===== config.mk =====
export PLATFORM = sky130hd
export DESIGN_NAME = prio_wrr_arbiter
export DESIGN_NICKNAME = d
export VERILOG_FILES = /design/src/rtl/prio_wrr_arbiter.sv
export SDC_FILE = /design/constraint.sdc
export NUM_CORES = 1
export LEC_CHECK = 0
export ABC_AREA = 1
export BUFFER_PORTS_ARGS = -buffer_cell sky130_fd_sc_hd__buf_2
export CAP_MARGIN = 20
export CORE_MARGIN = 4
export CORE_UTILIZATION = 55
export DETAILED_ROUTE_END_ITERATION = 6
export PLACE_DENSITY = 0.73
export SLEW_MARGIN = 30
export SYNTH_ARGS = -nofsm -noshare
export SYNTH_HDL_FRONTEND = slang
export SYNTH_SLANG_ARGS = --single-unit
export TNS_END_PERCENT = 1

===== constraint.sdc =====
create_clock -name clk -period 5.9 [get_ports clk]
set_input_delay 0.59 -clock clk [delete_from_list [all_inputs] [get_ports clk]]
set_output_delay 0.59 -clock clk [all_outputs]
set_load 0.005 [all_outputs]

===== src/rtl/prio_wrr_arbiter.sv =====
module prio_wrr_arbiter #(
  parameter int NCH   = 6,
  parameter int WBITS = 4
) (
  input  logic                   clk,
  input  logic                   rst_n,
  input  logic [NCH-1:0]         req,
  input  logic                   cfg_wr,
  input  logic [$clog2(NCH)-1:0] cfg_sel,
  input  logic                   cfg_urgent,
  input  logic [WBITS-1:0]       cfg_weight,
  input  logic                   quantum_done,
  output logic [NCH-1:0]         grant
);
  localparam int IW = $clog2(NCH);

  logic [NCH-1:0]   urgent_r;
  logic [WBITS-1:0] weight_r [NCH];
  logic [NCH-1:0]   grant_r;
  logic [IW-1:0]    hold_idx;
  logic [WBITS-1:0] credit;
  logic [IW-1:0]    ptr_u, ptr_n;

  logic active, decide, hold_req, hold_urg, keep, release_now;
  logic [NCH-1:0] cand_u, cand_n, pool;
  logic use_u;
  logic [IW-1:0] after_hold, ptr_u_nx, ptr_n_nx, start;
  logic found;
  logic [IW-1:0] pick_idx;
  logic [WBITS-1:0] pick_wt;

  assign grant       = grant_r;
  assign active      = |grant_r;
  assign decide      = !active || quantum_done;
  assign hold_req    = req[hold_idx];
  assign hold_urg    = urgent_r[hold_idx];
  assign cand_u      = req & urgent_r;
  assign cand_n      = req & ~urgent_r;
  assign use_u       = |cand_u;
  assign keep        = hold_req && (credit > WBITS'(1)) && !(!hold_urg && use_u);
  assign release_now = active && quantum_done && !keep;
  assign after_hold  = (hold_idx == IW'(NCH-1)) ? '0 : hold_idx + IW'(1);
  assign ptr_u_nx    = (release_now && hold_urg)  ? after_hold : ptr_u;
  assign ptr_n_nx    = (release_now && !hold_urg) ? after_hold : ptr_n;
  assign pool        = use_u ? cand_u : cand_n;
  assign start       = use_u ? ptr_u_nx : ptr_n_nx;

  always_comb begin
    found    = 1'b0;
    pick_idx = '0;
    for (int k = 0; k < NCH; k++) begin
      int s;
      s = int'(start) + k;
      if (s >= NCH) s = s - NCH;
      if (!found && pool[s]) begin
        found    = 1'b1;
        pick_idx = IW'(s);
      end
    end
  end

  assign pick_wt = (weight_r[pick_idx] == '0) ? WBITS'(1) : weight_r[pick_idx];

  always_ff @(posedge clk) begin
    if (!rst_n) begin
      urgent_r <= '0;
      for (int i = 0; i < NCH; i++) weight_r[i] <= WBITS'(1);
    end else if (cfg_wr && int'(cfg_sel) < NCH) begin
      urgent_r[cfg_sel] <= cfg_urgent;
      weight_r[cfg_sel] <= cfg_weight;
    end
  end

  always_ff @(posedge clk) begin
    if (!rst_n) begin
      grant_r  <= '0;
      hold_idx <= '0;
      credit   <= '0;
      ptr_u    <= '0;
      ptr_n    <= '0;
    end else if (decide) begin
      ptr_u <= ptr_u_nx;
      ptr_n <= ptr_n_nx;
      if (active && keep) begin
        credit <= credit - WBITS'(1);
      end else if (found) begin
        grant_r  <= NCH'(1) << pick_idx;
        hold_idx <= pick_idx;
        credit   <= pick_wt;
      end else begin
        grant_r <= '0;
        credit  <= '0;
      end
    end
  end

  AST_GRANT_ONEHOT: assert property (@(posedge clk) disable iff (!rst_n)
    $onehot0(grant_r));
  AST_HOLD_STABLE: assert property (@(posedge clk) disable iff (!rst_n)
    (active && !quantum_done) |=> (grant_r == $past(grant_r)));
  AST_IDLE_ZERO: assert property (@(posedge clk) disable iff (!rst_n)
    (decide && !(|req)) |=> (grant_r == '0));
  AST_URGENT_FIRST: assert property (@(posedge clk) disable iff (!rst_n)
    (decide && |(req & urgent_r)) |=> |(grant_r & $past(urgent_r)));
  AST_NEW_GRANT_REQUESTED: assert property (@(posedge clk) disable iff (!rst_n)
    (!active && |req) |=> |(grant_r & $past(req)));
  AST_CREDIT_LIVE: assert property (@(posedge clk) disable iff (!rst_n)
    active |-> (credit != '0));
endmodule


==> impl_metrics.csv, run 1 <==
group,metric,value,unit
status,status,"completed",
layout,drive_above_1_share,0.116,
clock_tree,cts-root-buf,"clkbuf_8",
clock_tree,insertion_delay,340,ps
worst_setup_path,crit_type,"reg -> reg",
sta,max_slew.worst_pin.slew,650,ps
hold_path,min_to,"grant[1]",
sta,tns,0,ps
sta,finalHoldViolCount,0,
worst_setup_path,slowest_stage,"dfxtp_1",
flow_run,drv_cap,0,
floorplanning,die_w,93.8,microns
logic_synthesis,synth_xor_xnor_area_share,0.00650,
logic_synthesis,synth_compound_area_frac,0.0897,
logic_synthesis,yosysTopAreaCellShare,0.238,
route,postRouteAntennaNets,0,
global_routing,grt_pass1_vias,3380,
logic_synthesis,yosys.cell_count.top_type,"nand2_1",
global_routing,overflow,0,
layout,final_util,0.616,
worst_setup_path,crit_fanout,19,
clock_tree,cts_buffer_depth,2,
layout,syn_to_final_growth,9.87,%
route,drt_iter0_markers,334,
layout,fillers,689,
logic_synthesis,syn-cell-area,0.00405,sq mm
place,placed_cell_area,0.00424,sq mm
route,wire_per_inst,13.2,microns
worst_setup_path,crit_top_cell,"nand2_1",
worst_setup_path,reg2reg_from,"hold_idx[0]",
clock_tree,post_cts_buffers,0,
route,drc,0,
logic_synthesis,ys_warn_count,0,
logic_synthesis,synth-seq-cells,57,
sta,fmax,196,MHz
route,wirelength,9.73,mm
logic_synthesis,yosysSeqAreaShare,0.361,
layout,fin_nets,666,
global_routing,grt_max_degree,20,
floorplanning,io_pins,24,
sta,fin_skew,6.77,ps
floorplanning,rows,31,
logic_synthesis,synth_edf_count,32,
logic_synthesis,synth_top_family_by_area,"simple AND/OR/NAND/NOR gates",
logic_synthesis,netlist_instances,601,
sta,rsz0062_at_grt,"false",
place,dp.cells,721,
worst_setup_path,reg2reg_depth,41,
worst_setup_path,rrSetupSlack,800,ps
logic_synthesis,synthAdderAreaFrac,0.0464,
sta,slew_violations,0,
worst_setup_path,cp-start-kind,"register",
layout,fin_area,0.00444,sq mm
clock_tree,cts.sinks,57,
layout,stdcell_count,737,
floorplanning,start_util,0.561,
logic_synthesis,synth_cell_types,38,
global_routing,antenna_found_initial,0,
worst_setup_path,setup.worst_path.end_class,"register",
logic_synthesis,synthFlopType,"edfxtp_1",
place,numPortBuffers,23,
floorplanning,fp.dieH,93.8,microns
clock_tree,clkTransAtPathRegs,70,ps
sta,maxSlewHeadroom,0.566,
logic_synthesis,synthMuxAreaShare,0,
global_routing,track_usage,0.236,
place,gp_congestion,0.924,
global_routing,grt_pass1_wl,16.0,mm
layout,num_antenna_cells,0,
hold_path,hp-start,"grant[1]",
clock_tree,cts_inserted_buffers,9,
logic_synthesis,synth_common_cells,"nand2_1 (187), inv_1 (82), nor2_1 (74), nand3_1 (53), edfxtp_1 (32)",
sta,period_minus_slack,5100,ps
hold_path,hp-class,"reg -> reg",
route,via_count,3845,
floorplanning,core,0.00721,sq mm
hold_path,holdPathStages,2,
worst_setup_path,r2r_end,"credit[0]",
floorplanning,die-area,0.00879,sq mm
logic_synthesis,ys_async_sr_fraction,0,
route,first_pass_iters,5,
worst_setup_path,cp.arrival,5300,ps
logic_synthesis,syn_avg_cell_area,6.73,sq um
worst_setup_path,crit_required,6100,ps
clock_tree,htreeDepth,3,
sta,setup_viol,0,
place,dp_hpwl,7.61,mm
worst_setup_path,slowest_delay,530,ps
logic_synthesis,yosys.area.top_type,"edfxtp_1",
route,vias_per_cell,5.22,
clock_tree,cts_resized,0,
logic_synthesis,yosys.area_share.simple,0.391,
clock_tree,holdBufCountCts,0,
clock_tree,cts_tree,"yes",
worst_setup_path,startpoint,"hold_idx[0]",
logic_synthesis,synthTopCellsByArea,"edfxtp_1 (24%), nand2_1 (17%), dfxtp_1 (12%)",
sta,finalCritPeriodShare,0.864,
-- registers in the layout (all words and copies together) (netlist names) --
signal    cells
credit        4
grant         6
hold_idx      3
ptr_n         3
ptr_u         3
urgent_r      6
weight_r     32
-- worst max-delay path, delay by kind of cell (launching register included) --
kind | cells | cell delay [ps]
AO/OA/AOI/OAI | 1 | 50
buffers and inverters | 6 | 600
AND/OR/NAND/NOR | 32 | 3300
flip-flops | 1 | 530
adder cells (fa/ha/maj) | 2 | 440
-- layout by cell type (no fill, tap or decap), types with 2 or more instances in the layout --
| master | synthesis | final |
|---|---|---|
| or2_1 | 2 | 2 |
| clkinv_1 | 1 | 3 |
| o21ai_2 | 2 | 2 |
| buf_2 | 0 | 23 |
| a31oi_1 | 2 | 2 |
| inv_1 | 82 | 82 |
| nand2_2 | 9 | 9 |
| bufinv_16 | 0 | 2 |
| nand4_1 | 9 | 9 |
| conb_1 | 1 | 8 |
| o21ai_0 | 20 | 20 |
| nand2_1 | 187 | 187 |
| xor2_1 | 3 | 3 |
| dfxtp_1 | 25 | 25 |
| edfxtp_1 | 32 | 32 |
| o211ai_1 | 2 | 2 |
| ha_1 | 15 | 15 |
| o22ai_1 | 2 | 2 |
| clkinv_2 | 0 | 2 |
| nand3b_1 | 4 | 4 |
| nor2_1 | 74 | 74 |
| nor2_2 | 2 | 2 |
| nand2_4 | 2 | 2 |
| a21oi_1 | 23 | 23 |
| nand3_2 | 10 | 10 |
| inv_2 | 8 | 8 |
| o21ai_1 | 12 | 12 |
| nand3_1 | 53 | 53 |
| clkbuf_8 | 0 | 9 |
-- worst max path at each step --
stage	end	cells past startpoint
after CTS	credit[0]	41
after global routing	credit[0]	41
after floorplan	credit[0]	41
after global placement	credit[0]	39
final	credit[0]	41
after detailed placement	credit[0]	39
-- area by class of cell --
| class | count | area [sq um] | share of cell area |
|---|---|---|---|
| multi-input cells | 450 | 2190 | 0.492 |
| flip-flops and latches | 57 | 1460 | 0.329 |
| inverters | 92 | 348 | 0.0783 |
| clock buffers | 9 | 124 | 0.0279 |
| well taps | 99 | 124 | 0.0279 |
| repair buffers | 23 | 115 | 0.0259 |
| clock inverters | 7 | 85.1 | 0.0191 |
-- routing by layer --
metal | global-route usage | up-vias | part of all wire
met5 | 0 | - | 0
met4 | 0.0566 | 0 | 0.012
met3 | 0.0601 | 11 | 0.068
met2 | 0.364 | 117 | 0.44
met1 | 0.331 | 1741 | 0.48
li1 | - | 1976 | -
-- kinds of logic after synthesis --
logic type,after synthesis
AOI/OAI and AO/OA,67
xor gates and xnor gates,3
adders and majority gates,15
buffers and inverters,101
DFF,57
other,1
and+or+nand+nor,357
-- through the flow --
| step | hold slack [ps] | setup slack (ps) |
|---|---|---|
| floorplan | 453 | 1600 |
| global placement | 472 | 815 |
| detailed placement | 473 | 603 |
| CTS | 484 | 847 |
| global route | 496 | 67.6 |
| finish | 482 | 805 |
Power of run 1 is not shown: default switching activity piles up to over one toggle a cycle in this logic, so the estimate is an artifact.
==> inputs of run 2 (changes only) <==
MAX_ROUTING_LAYER = met4   (was not set)
clock period = 6.1 ns   (was 5.9 ns; I/O delays follow)
==> run 2 against run 1 <==
Global-route usage grew 0.12 points. Critical path type unchanged. Utilization shrank 0.64 points. Worst setup slack improved by 180 ps. Via count fell by 0.94%. Register-to-register slack improved by 180 ps. Sequential share of layout area rose by 0.35 points. Count of clock-buffer cells in the layout is 1 higher. Clock skew increased by 2.0 ps. Highest routed layer unchanged. Cell count unchanged. Largest cell class unchanged.
==> impl_metrics.csv, run 2 (synthesis gave the netlist of run 1 again) <==
group,metric,value,unit
status,status,"completed",
route,postRouteAntennaNets,0,
layout,fin_nets,666,
global_routing,grt_max_degree,20,
route,vias_per_cell,5.17,
sta,fmax,196,MHz
place,dp_hpwl,7.71,mm
sta,tns,0,ps
sta,maxSlewHeadroom,0.603,
worst_setup_path,reg2reg_from,"hold_idx[0]",
sta,period_minus_slack,5110,ps
route,wirelength,9.67,mm
sta,fin_skew,8.77,ps
worst_setup_path,slowest_delay,530,ps
global_routing,track_usage,0.237,
layout,final_common_cell,"nand2_1",
sta,finalCritPeriodShare,0.838,
sta,slew_violations,0,
layout,fin_area,0.00440,sq mm
place,numPortBuffers,23,
layout,num_antenna_cells,0,
clock_tree,cts_inserted_buffers,9,
clock_tree,holdBufCountCts,0,
floorplanning,die-area,0.00879,sq mm
sta,finalHoldViolCount,0,
clock_tree,post_cts_buffers,0,
layout,largest_reg_flops,32,
clock_tree,cts.sinks,57,
hold_path,hp-class,"reg -> reg",
route,drc,0,
global_routing,grt_pass1_wl,16.0,mm
floorplanning,fp.dieH,93.8,microns
global_routing,antenna_found_initial,0,
worst_setup_path,slowest_stage,"dfxtp_1",
layout,syn_to_final_growth,8.72,%
hold_path,hp-start,"grant[4]",
layout,layout_common_cells,"nand2_1 (187), inv_1 (82), nor2_1 (74), nand3_1 (53), edfxtp_1 (32)",
flow_run,drv_cap,0,
clock_tree,insertion_delay,330,ps
worst_setup_path,crit_fanout,19,
worst_setup_path,setup.worst_path.end_class,"register",
place,gp_congestion,0.953,
worst_setup_path,crit_type,"reg -> reg",
layout,drive_above_1_share,0.118,
clock_tree,clkTransAtPathRegs,70,ps
route,wire_per_inst,13.1,microns
worst_setup_path,cp-start-kind,"register",
sta,max_slew.worst_pin.slew,595,ps
floorplanning,rows,31,
route,drt_iter0_markers,234,
worst_setup_path,crit_required,6350,ps
global_routing,grt_pass1_vias,3366,
floorplanning,io_pins,24,
clock_tree,cts_tree,"yes",
layout,final_util,0.610,
route,first_pass_iters,5,
worst_setup_path,startpoint,"hold_idx[0]",
layout,regMostFlops,"weight_r",
layout,fillers,716,
place,placed_cell_area,0.00424,sq mm
floorplanning,start_util,0.561,
floorplanning,die_w,93.8,microns
clock_tree,cts_resized,0,
global_routing,overflow,0,
sta,rsz0062_at_grt,"false",
floorplanning,core,0.00721,sq mm
clock_tree,cts-root-buf,"clkbuf_8",
worst_setup_path,crit_top_cell,"nand2_1",
worst_setup_path,cp.arrival,5360,ps
clock_tree,cts_buffer_depth,2,
clock_tree,htreeDepth,3,
route,via_count,3809,
sta,setup_viol,0,
run 2: cell count changes in the layout (fill, tap and decap cells not counted):
cell / previous run / this run
clkinvlp_4: 1 / 2
clkinv_2: 2 / 4
clkinv_1: 3 / 1
clkbuf_1: 0 / 1
bufinv_16: 2 / 0
run 2: layout make-up:
| type | count | area [sq um] | area share |
|---|---|---|---|
| Clock inverter | 6 | 35.0 | 0.00797 |
| Clock buffer | 10 | 128 | 0.0290 |
| Multi-Input combinational cell | 450 | 2190 | 0.497 |
| Sequential cell | 57 | 1460 | 0.332 |
| Inverter | 92 | 348 | 0.0791 |
| Timing Repair Buffer | 23 | 115 | 0.0262 |
| Tap cell | 99 | 124 | 0.0282 |
run 2: per-layer routing:
metal	share of wire	GRT usage
met1	0.48	0.340
met2	0.45	0.358
met3	0.060	0.0304
met4	0.011	0.0590
met5	0	-
run 2: worst paths after layout:
check / slack, ps / endpoint / cells past startpoint
max: 990 / credit[0] / 42
min: 480 / grant[4] / 2
min reg2reg: 480 / grant[4] / 2
max reg2reg: 990 / credit[0] / 42
run 2: per-stage QoR:
| step | setup WS, ps | cells | hold slack (ps) |
|---|---|---|---|
| 3_3_place_gp | 970 | 721 | 472 |
| 6_report | 990 | 737 | 478 |
| 2_1_floorplan | 1780 | 608 | 453 |
| 3_5_place_dp | 749 | 721 | 470 |
| 4_1_cts | 1010 | 737 | 480 |
| 5_1_grt | 354 | 737 | 501 |
run 2: critical path: cells and delay by family, from the launching register on:
family | cells | cell delay, ps
adder cells (fa/ha/maj) | 2 | 430
flip-flops | 1 | 530
buffers and inverters | 6 | 580
AO/OA/AOI/OAI | 1 | 110
AND/OR/NAND/NOR | 33 | 3370
Power of run 2 is left out for the same reason.
==> inputs of run 3 (changes only) <==
PLACE_DENSITY = 0.76   (was 0.73)
clock period = 4.4 ns   (was 6.1 ns; I/O delays follow)
==> run 3 against run 2 <==
The flow now finishes with violations (design-rule violations). Die area is the same. Hold slack got worse by 54 ps. Highest routed layer unchanged. Non-clock buffer count grew 39. Sequential cell count is the same. Global-route usage rose by 0.79 points. Maximum frequency up 18%. Clock skew increased by 3.1 ps. Critical path depth is 1 lower. Worst setup slack got worse by 910 ps.
==> impl_metrics.csv, run 3 (synthesis gave the netlist of run 1 again) <==
group,metric,value,unit
worst_setup_path,reg2reg_depth,41,
status,status,"finished with violations",
worst_setup_path,cp.arrival,4540,ps
layout,layout_common_cells,"nand2_1 (154), inv_1 (73), nor2_1 (68), nand3_1 (45), nand2_2 (34)",
clock_tree,cts_tree,"yes",
sta,finalHoldViolCount,0,
place,dp_hpwl,7.65,mm
sta,slew_violations,0,
worst_setup_path,setup.worst_path.end_class,"register",
flow_run,drv_cap,0,
clock_tree,cts_buffer_depth,2,
floorplanning,rows,31,
status,violations,"design-rule violations",
sta,maxSlewHeadroom,0.574,
worst_setup_path,crit_top_cell,"nand2_2",
layout,syn_to_final_growth,26.9,%
route,drt_iter0_markers,306,
layout,seq_area,0.00147,sq mm
global_routing,grt_pass1_wl,16.5,mm
place,gp_congestion,0.914,
layout,stdcell_count,777,
hold_path,holdPathStages,3,
worst_setup_path,crit_required,4620,ps
worst_setup_path,crit_type,"reg -> reg",
floorplanning,die_w,93.8,microns
global_routing,grt_max_degree,19,
route,drc,1,
layout,final_util,0.711,
floorplanning,core,0.00721,sq mm
clock_tree,cts.sinks,57,
layout,fin_nets,706,
sta,whs,424,ps
layout,final_common_cell,"nand2_1",
floorplanning,start_util,0.561,
clock_tree,insertion_delay,350,ps
global_routing,grt_pass1_vias,3626,
hold_path,hp-class,"in -> reg",
worst_setup_path,crit_fanout,6,
route,wire_per_inst,14.0,microns
clock_tree,cts-root-buf,"clkbuf_8",
layout,largest_reg_flops,32,
layout,regMostFlops,"weight_r",
layout,fillers,584,
sta,finalCritPeriodShare,0.982,
global_routing,overflow,0,
clock_tree,clkTransAtPathRegs,80,ps
clock_tree,cts_inserted_buffers,9,
sta,fmax,231,MHz
sta,max_slew.worst_pin.slew,639,ps
layout,num_antenna_cells,0,
floorplanning,io_pins,24,
sta,period_minus_slack,4320,ps
place,numPortBuffers,23,
clock_tree,htreeDepth,3,
worst_setup_path,slowest_stage,"dfxtp_4",
route,first_pass_iters,7,
route,wirelength,10.9,mm
sta,rsz0062_at_grt,"true",
global_routing,track_usage,0.245,
sta,setup_viol,0,
worst_setup_path,slowest_delay,370,ps
place,dp.cells,745,
layout,multi_input_area,0.00253,sq mm
floorplanning,die-area,0.00879,sq mm
floorplanning,fp.dieH,93.8,microns
clock_tree,holdBufCountCts,0,
worst_setup_path,cp-start-kind,"register",
global_routing,antenna_found_initial,0,
route,via_count,4176,
sta,fin_skew,11.9,ps
route,postRouteAntennaNets,0,
route,vias_per_cell,5.37,
layout,drive_above_1_share,0.273,
run 3: cell types whose count changed in the layout (fill, tap and decap cells not counted), moves of 7 or more:
cell     delta
nand3_1     -8
inv_2       +7
nand2_1    -33
buf_4      +33
nand2_4     +8
inv_1       -9
nand2_2    +25
run 3: worst max-delay path, delay by kind of cell (launching register included):
family | cells | cell delay, ps
buf+inv | 7 | 710
flops | 1 | 370
fa+ha+maj | 2 | 310
simple gates | 31 | 2700
compound gates | 1 | 50
run 3: layout make-up:
type	instances	area share
inverter	92	0.0695
multi-input combinational	451	0.493
sequential	57	0.286
timing repair buffer	62	0.0826
clock inverter	7	0.0200
clock buffer	9	0.0241
tap	99	0.0241
run 3: routing by layer:
layer | wire [microns] | vias to the layer above | global-route usage
li1 | - | 2058 | -
met1 | 4680 | 1933 | 0.324
met2 | 5190 | 161 | 0.377
met3 | 814 | 24 | 0.0473
met4 | 228 | 0 | 0.0878
met5 | 0 | - | -
run 3: timing repair:
| action | CTS | global route |
|---|---|---|
| cloned | 0 | 2 |
| resized for setup | 8 | 98 |
| setup buffers | 1 | 13 |
| setup endpoints to repair | 5 | 13 |
| pin swaps | 2 | 45 |
| hold endpoints to repair | 0 | 0 |
run 3: stage by stage:
step                      instance area (sq um)  setup TNS, ps  setup slack (ps)
after floorplan                            4070              0               251
after CTS                                  4670              0              6.18
after detailed placement                   4420           -393              -132
final                                      5130              0              77.1
after global routing                       5130          -1210              -252
after global placement                     4420              0              19.0
run 3: final timing paths:
path	slack, ps	from	end
worst min-delay path	420	cfg_urgent	urgent_r[2]
worst max-delay path	80	hold_idx[0]	credit[0]
worst min register to register	500	grant[3]	grant[3]
worst max register to register	80	hold_idx[0]	credit[0]
Power of run 3 is left out for the same reason.
